File: src/rtl/piso_pkg.sv
`timescale 1ns/1ps
package piso_pkg;
  localparam int unsigned PISO_WIDTH = 8;

  typedef enum logic [1:0] {
    OP_HOLD  = 2'd0,
    OP_LOAD  = 2'd1,
    OP_SHIFT = 2'd2
  } chain_op_e;
endpackage

File: src/rtl/piso_edge_det.sv
`timescale 1ns/1ps
module piso_edge_det (
  input  logic clk_i,
  input  logic rst_ni,
  input  logic lvl_i,
  output logic rise_o
);
  logic lvl_q;

  always_ff @(posedge clk_i or negedge rst_ni) begin
    if (!rst_ni) lvl_q <= 1'b0;
    else         lvl_q <= lvl_i;
  end

  assign rise_o = lvl_i & ~lvl_q;

  AST_SINGLE_RISE: assert property (@(posedge clk_i) disable iff (!rst_ni)
    rise_o |=> !rise_o);
endmodule

File: src/rtl/piso_store_reg.sv
`timescale 1ns/1ps
module piso_store_reg #(
  parameter int unsigned WIDTH = 8
) (
  input  logic             clk_i,
  input  logic             rst_ni,
  input  logic             cap_i,
  input  logic [WIDTH-1:0] d_i,
  output logic [WIDTH-1:0] q_o,
  output logic [WIDTH-1:0] nxt_o
);
  logic [WIDTH-1:0] q;

  assign nxt_o = cap_i ? d_i : q;
  assign q_o   = q;

  always_ff @(posedge clk_i or negedge rst_ni) begin
    if (!rst_ni) q <= '0;
    else         q <= nxt_o;
  end

  AST_STORE_HOLD: assert property (@(posedge clk_i) disable iff (!rst_ni)
    !cap_i |=> $stable(q_o));
  AST_STORE_TAKE: assert property (@(posedge clk_i) disable iff (!rst_ni)
    cap_i |=> q_o == $past(d_i));
endmodule

File: src/rtl/piso_shift_chain.sv
`timescale 1ns/1ps
module piso_shift_chain
  import piso_pkg::*;
#(
  parameter int unsigned WIDTH = 8
) (
  input  logic             clk_i,
  input  logic             rst_ni,
  input  chain_op_e        op_i,
  input  logic [WIDTH-1:0] load_d_i,
  input  logic             ser_i,
  output logic [WIDTH-1:0] stage_o
);
  logic [WIDTH-1:0] stage_q, stage_d;

  for (genvar k = 0; k < WIDTH; k++) begin : g_stage
    logic prev_bit;
    if (k == 0) begin : g_head
      assign prev_bit = ser_i;
    end else begin : g_body
      assign prev_bit = stage_q[k-1];
    end
    always_comb begin
      unique case (op_i)
        OP_LOAD:  stage_d[k] = load_d_i[k];
        OP_SHIFT: stage_d[k] = prev_bit;
        default:  stage_d[k] = stage_q[k];
      endcase
    end
  end

  always_ff @(posedge clk_i or negedge rst_ni) begin
    if (!rst_ni) stage_q <= '0;
    else         stage_q <= stage_d;
  end

  assign stage_o = stage_q;

  AST_SHIFT_MOVE: assert property (@(posedge clk_i) disable iff (!rst_ni)
    op_i == OP_SHIFT |=> stage_o == {$past(stage_o[WIDTH-2:0]), $past(ser_i)});
  AST_CHAIN_HOLD: assert property (@(posedge clk_i) disable iff (!rst_ni)
    op_i == OP_HOLD |=> $stable(stage_o));
endmodule

File: src/rtl/latched_piso.sv
`timescale 1ns/1ps
module latched_piso
  import piso_pkg::*;
#(
  parameter int unsigned WIDTH = PISO_WIDTH
) (
  input  logic             clk_i,
  input  logic             rst_ni,
  input  logic [WIDTH-1:0] par_d_i,
  input  logic             ser_i,
  input  logic             stor_clk_i,
  input  logic             shift_clk_i,
  input  logic             load_ni,
  input  logic             hiz_i,
  output logic             ser_o,
  output logic             ser_en_o
);
  localparam int unsigned MSB = WIDTH - 1;

  logic             stor_rise, shift_rise;
  logic [WIDTH-1:0] store_q, store_nxt, chain_q;
  chain_op_e        op;

  piso_edge_det u_stor_edge (
    .clk_i  (clk_i),
    .rst_ni (rst_ni),
    .lvl_i  (stor_clk_i),
    .rise_o (stor_rise)
  );

  piso_edge_det u_shift_edge (
    .clk_i  (clk_i),
    .rst_ni (rst_ni),
    .lvl_i  (shift_clk_i),
    .rise_o (shift_rise)
  );

  piso_store_reg #(.WIDTH(WIDTH)) u_store (
    .clk_i  (clk_i),
    .rst_ni (rst_ni),
    .cap_i  (stor_rise),
    .d_i    (par_d_i),
    .q_o    (store_q),
    .nxt_o  (store_nxt)
  );

  // level load wins over a shift edge
  always_comb begin
    if (!load_ni)        op = OP_LOAD;
    else if (shift_rise) op = OP_SHIFT;
    else                 op = OP_HOLD;
  end

  piso_shift_chain #(.WIDTH(WIDTH)) u_chain (
    .clk_i    (clk_i),
    .rst_ni   (rst_ni),
    .op_i     (op),
    .load_d_i (store_nxt),
    .ser_i    (ser_i),
    .stage_o  (chain_q)
  );

  assign ser_o    = chain_q[MSB];
  assign ser_en_o = ~hiz_i;

  AST_LOAD_COPY: assert property (@(posedge clk_i) disable iff (!rst_ni)
    (!load_ni && !stor_rise) |=> chain_q == store_q);
  AST_LOAD_THRU: assert property (@(posedge clk_i) disable iff (!rst_ni)
    (!load_ni && stor_rise) |=> chain_q == $past(par_d_i));
  AST_JOINT_EDGE: assert property (@(posedge clk_i) disable iff (!rst_ni)
    (load_ni && stor_rise && shift_rise) |=> chain_q[MSB] == $past(chain_q[MSB-1]));
  AST_HIZ_KEEP: assert property (@(posedge clk_i) disable iff (!rst_ni)
    (hiz_i && load_ni && !shift_rise && !stor_rise) |=> ($stable(chain_q) && $stable(store_q)));
endmodule

File: config.mk
export PLATFORM = sky130hd
export DESIGN_NAME = latched_piso
export DESIGN_NICKNAME = d
export VERILOG_FILES = /design/src/rtl/piso_pkg.sv /design/src/rtl/piso_edge_det.sv /design/src/rtl/piso_store_reg.sv /design/src/rtl/piso_shift_chain.sv /design/src/rtl/latched_piso.sv
export SDC_FILE = /design/constraint.sdc
export NUM_CORES = 1
export LEC_CHECK = 0
export BUFFER_PORTS_ARGS = -buffer_cell sky130_fd_sc_hd__buf_2
export CAP_MARGIN = 10
export CELL_PAD_IN_SITES_DETAIL_PLACEMENT = 0
export CELL_PAD_IN_SITES_GLOBAL_PLACEMENT = 2
export CORE_MARGIN = 3
export CORE_UTILIZATION = 33
export DETAILED_ROUTE_END_ITERATION = 6
export PLACE_DENSITY_LB_ADDON = 0.12
export SLEW_MARGIN = 10
export SYNTH_ARGS = -nofsm -noshare
export SYNTH_HDL_FRONTEND = slang
export SYNTH_SLANG_ARGS = --single-unit
File: constraint.sdc
create_clock -name clk_i -period 1.4 [get_ports clk_i]
set_input_delay 0.42 -clock clk_i [delete_from_list [all_inputs] [get_ports clk_i]]
set_output_delay 0.42 -clock clk_i [all_outputs]
set_load 0.05 [all_outputs]
# [Word level (Yosys, flattened, before mapping)]
# Cells that the tools add are included.
[word_totals] register_bits=18 latchBits=0 mem_bits_rw=0 rom_bits=0 in_bits=15 out_inout_bits=2 wordCells=23 n_memories=0
[classes] n_addsub=0 multipliers=0 div_mod_pow=0 n_lt_le_gt_ge=0 eq_ne=2 shifts=0 n_mux=11 bitwise_logic=5 n_reduce_logical=1
[ops] op="$pmux 1 s2" count=8
[ops] op="$mux 8" count=1
[ops] op="$mux 2" count=2
[ops] op="$not 1->1" count=3
[ops] op="$and 1x1->1" count=2
[ops] op="$eq 2x1->1 const B" count=1
[ops] op="$eq 2x2->1 const B" count=1
[ops] op="$reduce_bool 2->1" count=1

# [Depth between registers and ports, before layout]
[logic_depth] ltp_word=6 mapped_depth=4 ltp_nobuf=3

# [By module]
# From an unflattened synthesis, not the netlist that was laid out.
[hier_totals] cells_unflattened=60 area_unflattened_um2=812.0
[modules_own_cells] mod="piso_shift_chain" n_inst=1 cells_each=36 area_each_um2=389.1 seq_area_each_um2=200.2
[modules_own_cells] mod="piso_store_reg" n_inst=1 cells_each=17 area_each_um2=331.6 seq_area_each_um2=200.2
[modules_own_cells] mod="piso_edge_det" n_inst=2 cells_each=2 area_each_um2=38.8 seq_area_each_um2=25.0
[modules_own_cells] mod="latched_piso" n_inst=1 cells_each=3 area_each_um2=13.8 seq_area_each_um2=0.0

# [Least setup slack after synthesis]
# No wires, ideal clock.
[synth_timing] path_type="input port to flip-flop" start="input port shift_clk_i" end="register u_chain.stage_q[0], in the netlist u_chain.stage_o[0]" setup_ns=0.125 arrival_ns=1.260 t_required_ns=1.275 setup_slack_ns=0.016 path_stages=4 path_buffers=1 path_cell_list="nor2b_1 > buf_6 > mux2_2 > mux2_2"
[synth_between] elab_chain_cells=5 word_cells_on_any_way=7 cone_classes="2 x eq/ne; 3 x mux; 1 x bitwise; 1 x reduce/logical"
[synth_lines] element="start, declared" line_no="latched_piso.sv:12" rtl="input logic shift_clk_i,"
[synth_lines] element="$and 1x1->1 (*)" line_no="piso_edge_det.sv:15" rtl="assign rise_o = lvl_i & ~lvl_q;"
[synth_lines] element="$mux 2 (*)" line_no="latched_piso.sv:50" rtl="else if (shift_rise) op = OP_SHIFT;"
[synth_lines] element="$mux 2 (*)" line_no="latched_piso.sv:49" rtl="if (!load_ni) op = OP_LOAD;"
[synth_lines] element="$eq 2x2->1 or $eq 2x1->1 (tied branches)" line_no="piso_shift_chain.sv:24" rtl="unique case (op_i)"
[synth_lines] element="$pmux 1 s2 or $reduce_bool 2->1 (tied branches)"
[synth_lines] element="end signal, assigned" line_no="piso_shift_chain.sv:34" rtl="else stage_q <= stage_d;"
[synth_lines] element="end, declared" line_no="piso_shift_chain.sv:14" rtl="logic [WIDTH-1:0] stage_q, stage_d;"
# Mark *: on every way between the ends. The rest lies on a longest branch, timed or not.
# A chain may end at the register's enable or synchronous reset.

# [Worst setup path in the final report]
[layout_timing] start="register u_shift_edge.lvl_q" end="register u_chain.stage_q[5], in the netlist u_chain.stage_o[5]"
[layout_between] elab_chain_cells=6 word_cells_on_any_way=8 cone_classes="2 x eq/ne; 3 x mux; 2 x bitwise; 1 x reduce/logical"
[layout_lines] element="start, declared" line_no="piso_edge_det.sv:8" rtl="logic lvl_q;"
[layout_lines] element="start signal, assigned" line_no="piso_edge_det.sv:12" rtl="else lvl_q <= lvl_i;"
[layout_lines] element="$not 1->1 (*)" line_no="piso_edge_det.sv:15"
[layout_lines] element="$and 1x1->1 (*)" line_no="piso_edge_det.sv:15"
[layout_lines] element="$mux 2 (*)" line_no="latched_piso.sv:50"
[layout_lines] element="$mux 2 (*)" line_no="latched_piso.sv:49"
[layout_lines] element="$eq 2x2->1 or $eq 2x1->1 (tied branches)" line_no="piso_shift_chain.sv:24"
[layout_lines] element="$pmux 1 s2 or $reduce_bool 2->1 (tied branches)"
# Marks and branches as above.

==> summary.md <==
| Metric | Value |
|---|---|
| Place WS | `-127 ps` |
| Setup TNS | `0 ps` |
| Leak | `0.450 nW` |
| Asr flop ratio synth | `100%` |
| Core Util, Final | `41.4%` |
| Most area-hungry cell type in the Yosys netlist | `dfrtp_1` |
| Worst relative slew slack | `71.9%` |
| Worst EP arrival | `1540 ps` |
| Primary FF master, synth | `dfrtp_1` |
| Shortest period the worst path allows | `1360 ps` |
| CTS Buf Count | `3` |
| Routed WL per cell | `13.1 um` |
| Drc violations | `0` |
| Mapped Nets | `63` |
| Initial DRC count | `4` |
| Cell count after synthesis | `48` |
| Num Clock Sinks | `18` |
| Die H | `55.3 um` |
| Post-layout net count | `82` |
| Post-synthesis sequential area ratio | `56.3%` |
| Die Wd | `55.3 um` |
| Slew Limit Fails | `0` |
| Critical Path Max Stage Delay | `370 ps` |
| Final setup vio count | `0` |
| Leading post-synthesis cells by cell area | `dfrtp_1, mux2_2, mux2_4` |
| Endpoint type of the worst setup path | `flop` |
| Number of flops mapped to enable cells by yosys | `0` |
| Worst skew pair latency | `290 ps` |
| I/O Buffers | `16` |
| Post-synthesis xor/xnor area fraction | `0%` |
| FF-to-FF Start | `u_shift_edge.lvl_q` |
| # hold bufs at CTS | `0` |
| Slowest CP cell | `dfrtp_1` |
| Initial Util | `35.5%` |
| Vias in the first global route | `438` |
| P per Cell Area | `1300 mW/mm^2` |
| Layout cells sized above 1 | `69.7%` |
| Largest family of logic cells by synthesized area | `multiplexers` |
| Share of the synthesized area in the top cell type | `56.3%` |
| Hold Fails Final Rpt | `0` |
| Cell Area, Synth | `801 um^2` |
| Syn Area/Cell | `16.7 um^2` |
| Top cell by count, worst path | `mux2_2` |
| DP Area | `897 um^2` |
| Yosys warns | `0` |
| Crit path launch | `u_shift_edge.lvl_q` |
| Clock Tree Root | `clkbuf_4` |
| Compound-Gate Fraction of Synth Area | `0%` |
| Pin count of the biggest net entering global routing | `19` |
| Post-cts sizing count | `0` |
| Die footprint | `0.00305 mm^2` |
| DP HPWL | `863 um` |
| Fin area | `933 um^2` |
| # diodes | `0` |
| Worst path cell trace | `nor2b_1, buf_4, mux2_2, mux2_2` |
| Placer Congestion | `0.660` |
| Kind of critical path | `flop to flop` |
| Synth Area in Simple Gates | `2.50%` |
| Postcts setup bufs | `0` |
| TritonCTS clock tree | `yes` |
| Synth-to-layout area growth | `16.6%` |
| Clk slew on worst S/H paths | `110 ps` |
| Num ports | `17` |
| Total gr overflow | `0` |
| VDD IR-drop max | `0.000809 V` |
| Final WL | `1.23 mm` |
| Crit share post-route | `97.2%` |
| Remaining antenna violation count | `0` |
| Placed insts | `90` |
| FF+latch count, synth | `18` |
| Max cap viols | `0` |
| Slew @ Worst Pin | `422 ps` |
| Clock Skews | `8.58 ps` |
| Layout Cells excl Fill | `94` |
| Most numerous cell in the Yosys netlist | `dfrtp_1` |
| DR vias | `417` |
| Initial antenna violation count | `0` |
| WP data required | `1580 ps` |
| Post-synth top cells | `dfrtp_1, mux2_2, mux2_4` |
| First-pass GRT wire length | `2.22 mm` |
| PnR worst setup slack | `39.6 ps` |
| RSZ-0062 raised after global routing | `true` |
| Worst setup SP type | `flop` |
| Fmax achieved | `735 MHz` |
| Worst min path class | `primary input to async pin` |
| Drt via density | `4.44` |
| Mux contribution to synthesized area | `37.5%` |
| H-tree lvl count | `1` |
| Total core area | `0.00225 mm^2` |
| First-pass DRT Iterations | `3` |
| Rows | `17` |
| Status | `complete, no violations` |
| Global Route Usage Sum | `9.49%` |
| Crit-path max FO | `8` |
| Synth Area in Adders | `0%` |
| Yosys cell types | `8` |
| CTS max path bufs | `2` |
[cell type report]
type | count | area, um^2
flip-flops and latches | 18 | 450
inverters | 1 | 3.75
fillers | 224 | 1320
clock buffers | 4 | 36.3
repair buffers | 17 | 87.6
multi-input cells | 26 | 320
well taps | 28 | 35.0
[path summary, 6_finish.rpt]
path / to / slack, ps / cells after the start
hold reg to reg: u_store.q_o[1] / 500 / 1
setup / recovery: u_chain.stage_o[5] / 40 / 4
setup reg to reg: u_chain.stage_o[5] / 40 / 4
max in group asynchronous: u_store.q_o[0] / 1060 / 1
min in group clk_i: u_shift_edge.lvl_q / 240 / 1
hold / removal: u_chain.stage_o[7] / 40 / 1
[power by group]
group / switching (mW) / internal [mW]
Combinational: 0.101 / 0.153
Clock: 0.163 / 0.158
Sequential: 0.0321 / 0.605
[layer usage]
layer,track usage [%],part of all wire [%],vias to the layer above
met2,13.0,42,14
met3,5.14,7.6,2
met4,3.13,0.90,0
met5,0,0,-
met1,12.6,50,200
li1,-,-,201
[registers in the layout (all words and copies together) (netlist names)]
signal	count
u_store.q_o	8
u_chain.stage_o	8
u_shift_edge.lvl_q	1
u_stor_edge.lvl_q	1
[cells in the final DEF, fill, tap and decap left out, drive strengths merged]
| cell | n |
|---|---|
| inv | 1 |
| dfrtp | 18 |
| nor2b | 1 |
| buf | 17 |
| nand2b | 1 |
| clkbuf | 4 |
| mux2 | 24 |
[worst max-delay path: cells and delay by family, from the launching register on]
family / cells / cell delay [ps]
muxes: 2 / 600
and+or+nand+nor: 1 / 110
DFF: 1 / 370
buffers and inverters: 1 / 180
[cell families after synthesis]
logic type	after synthesis
buffers and inverters	4
DFF	18
muxes	24
and+or+nand+nor	2
[per-stage QoR]
stage / total power [mW] / hold WS, ps
3_5_place_dp: 0.907 / 381
3_3_place_gp: 0.905 / 382
5_1_grt: 1.29 / 51.6
4_1_cts: 1.23 / 44.8
2_1_floorplan: 0.844 / 124
6_report: 1.21 / 41.7
No activity file was read; power rests on OpenSTA's default activity.
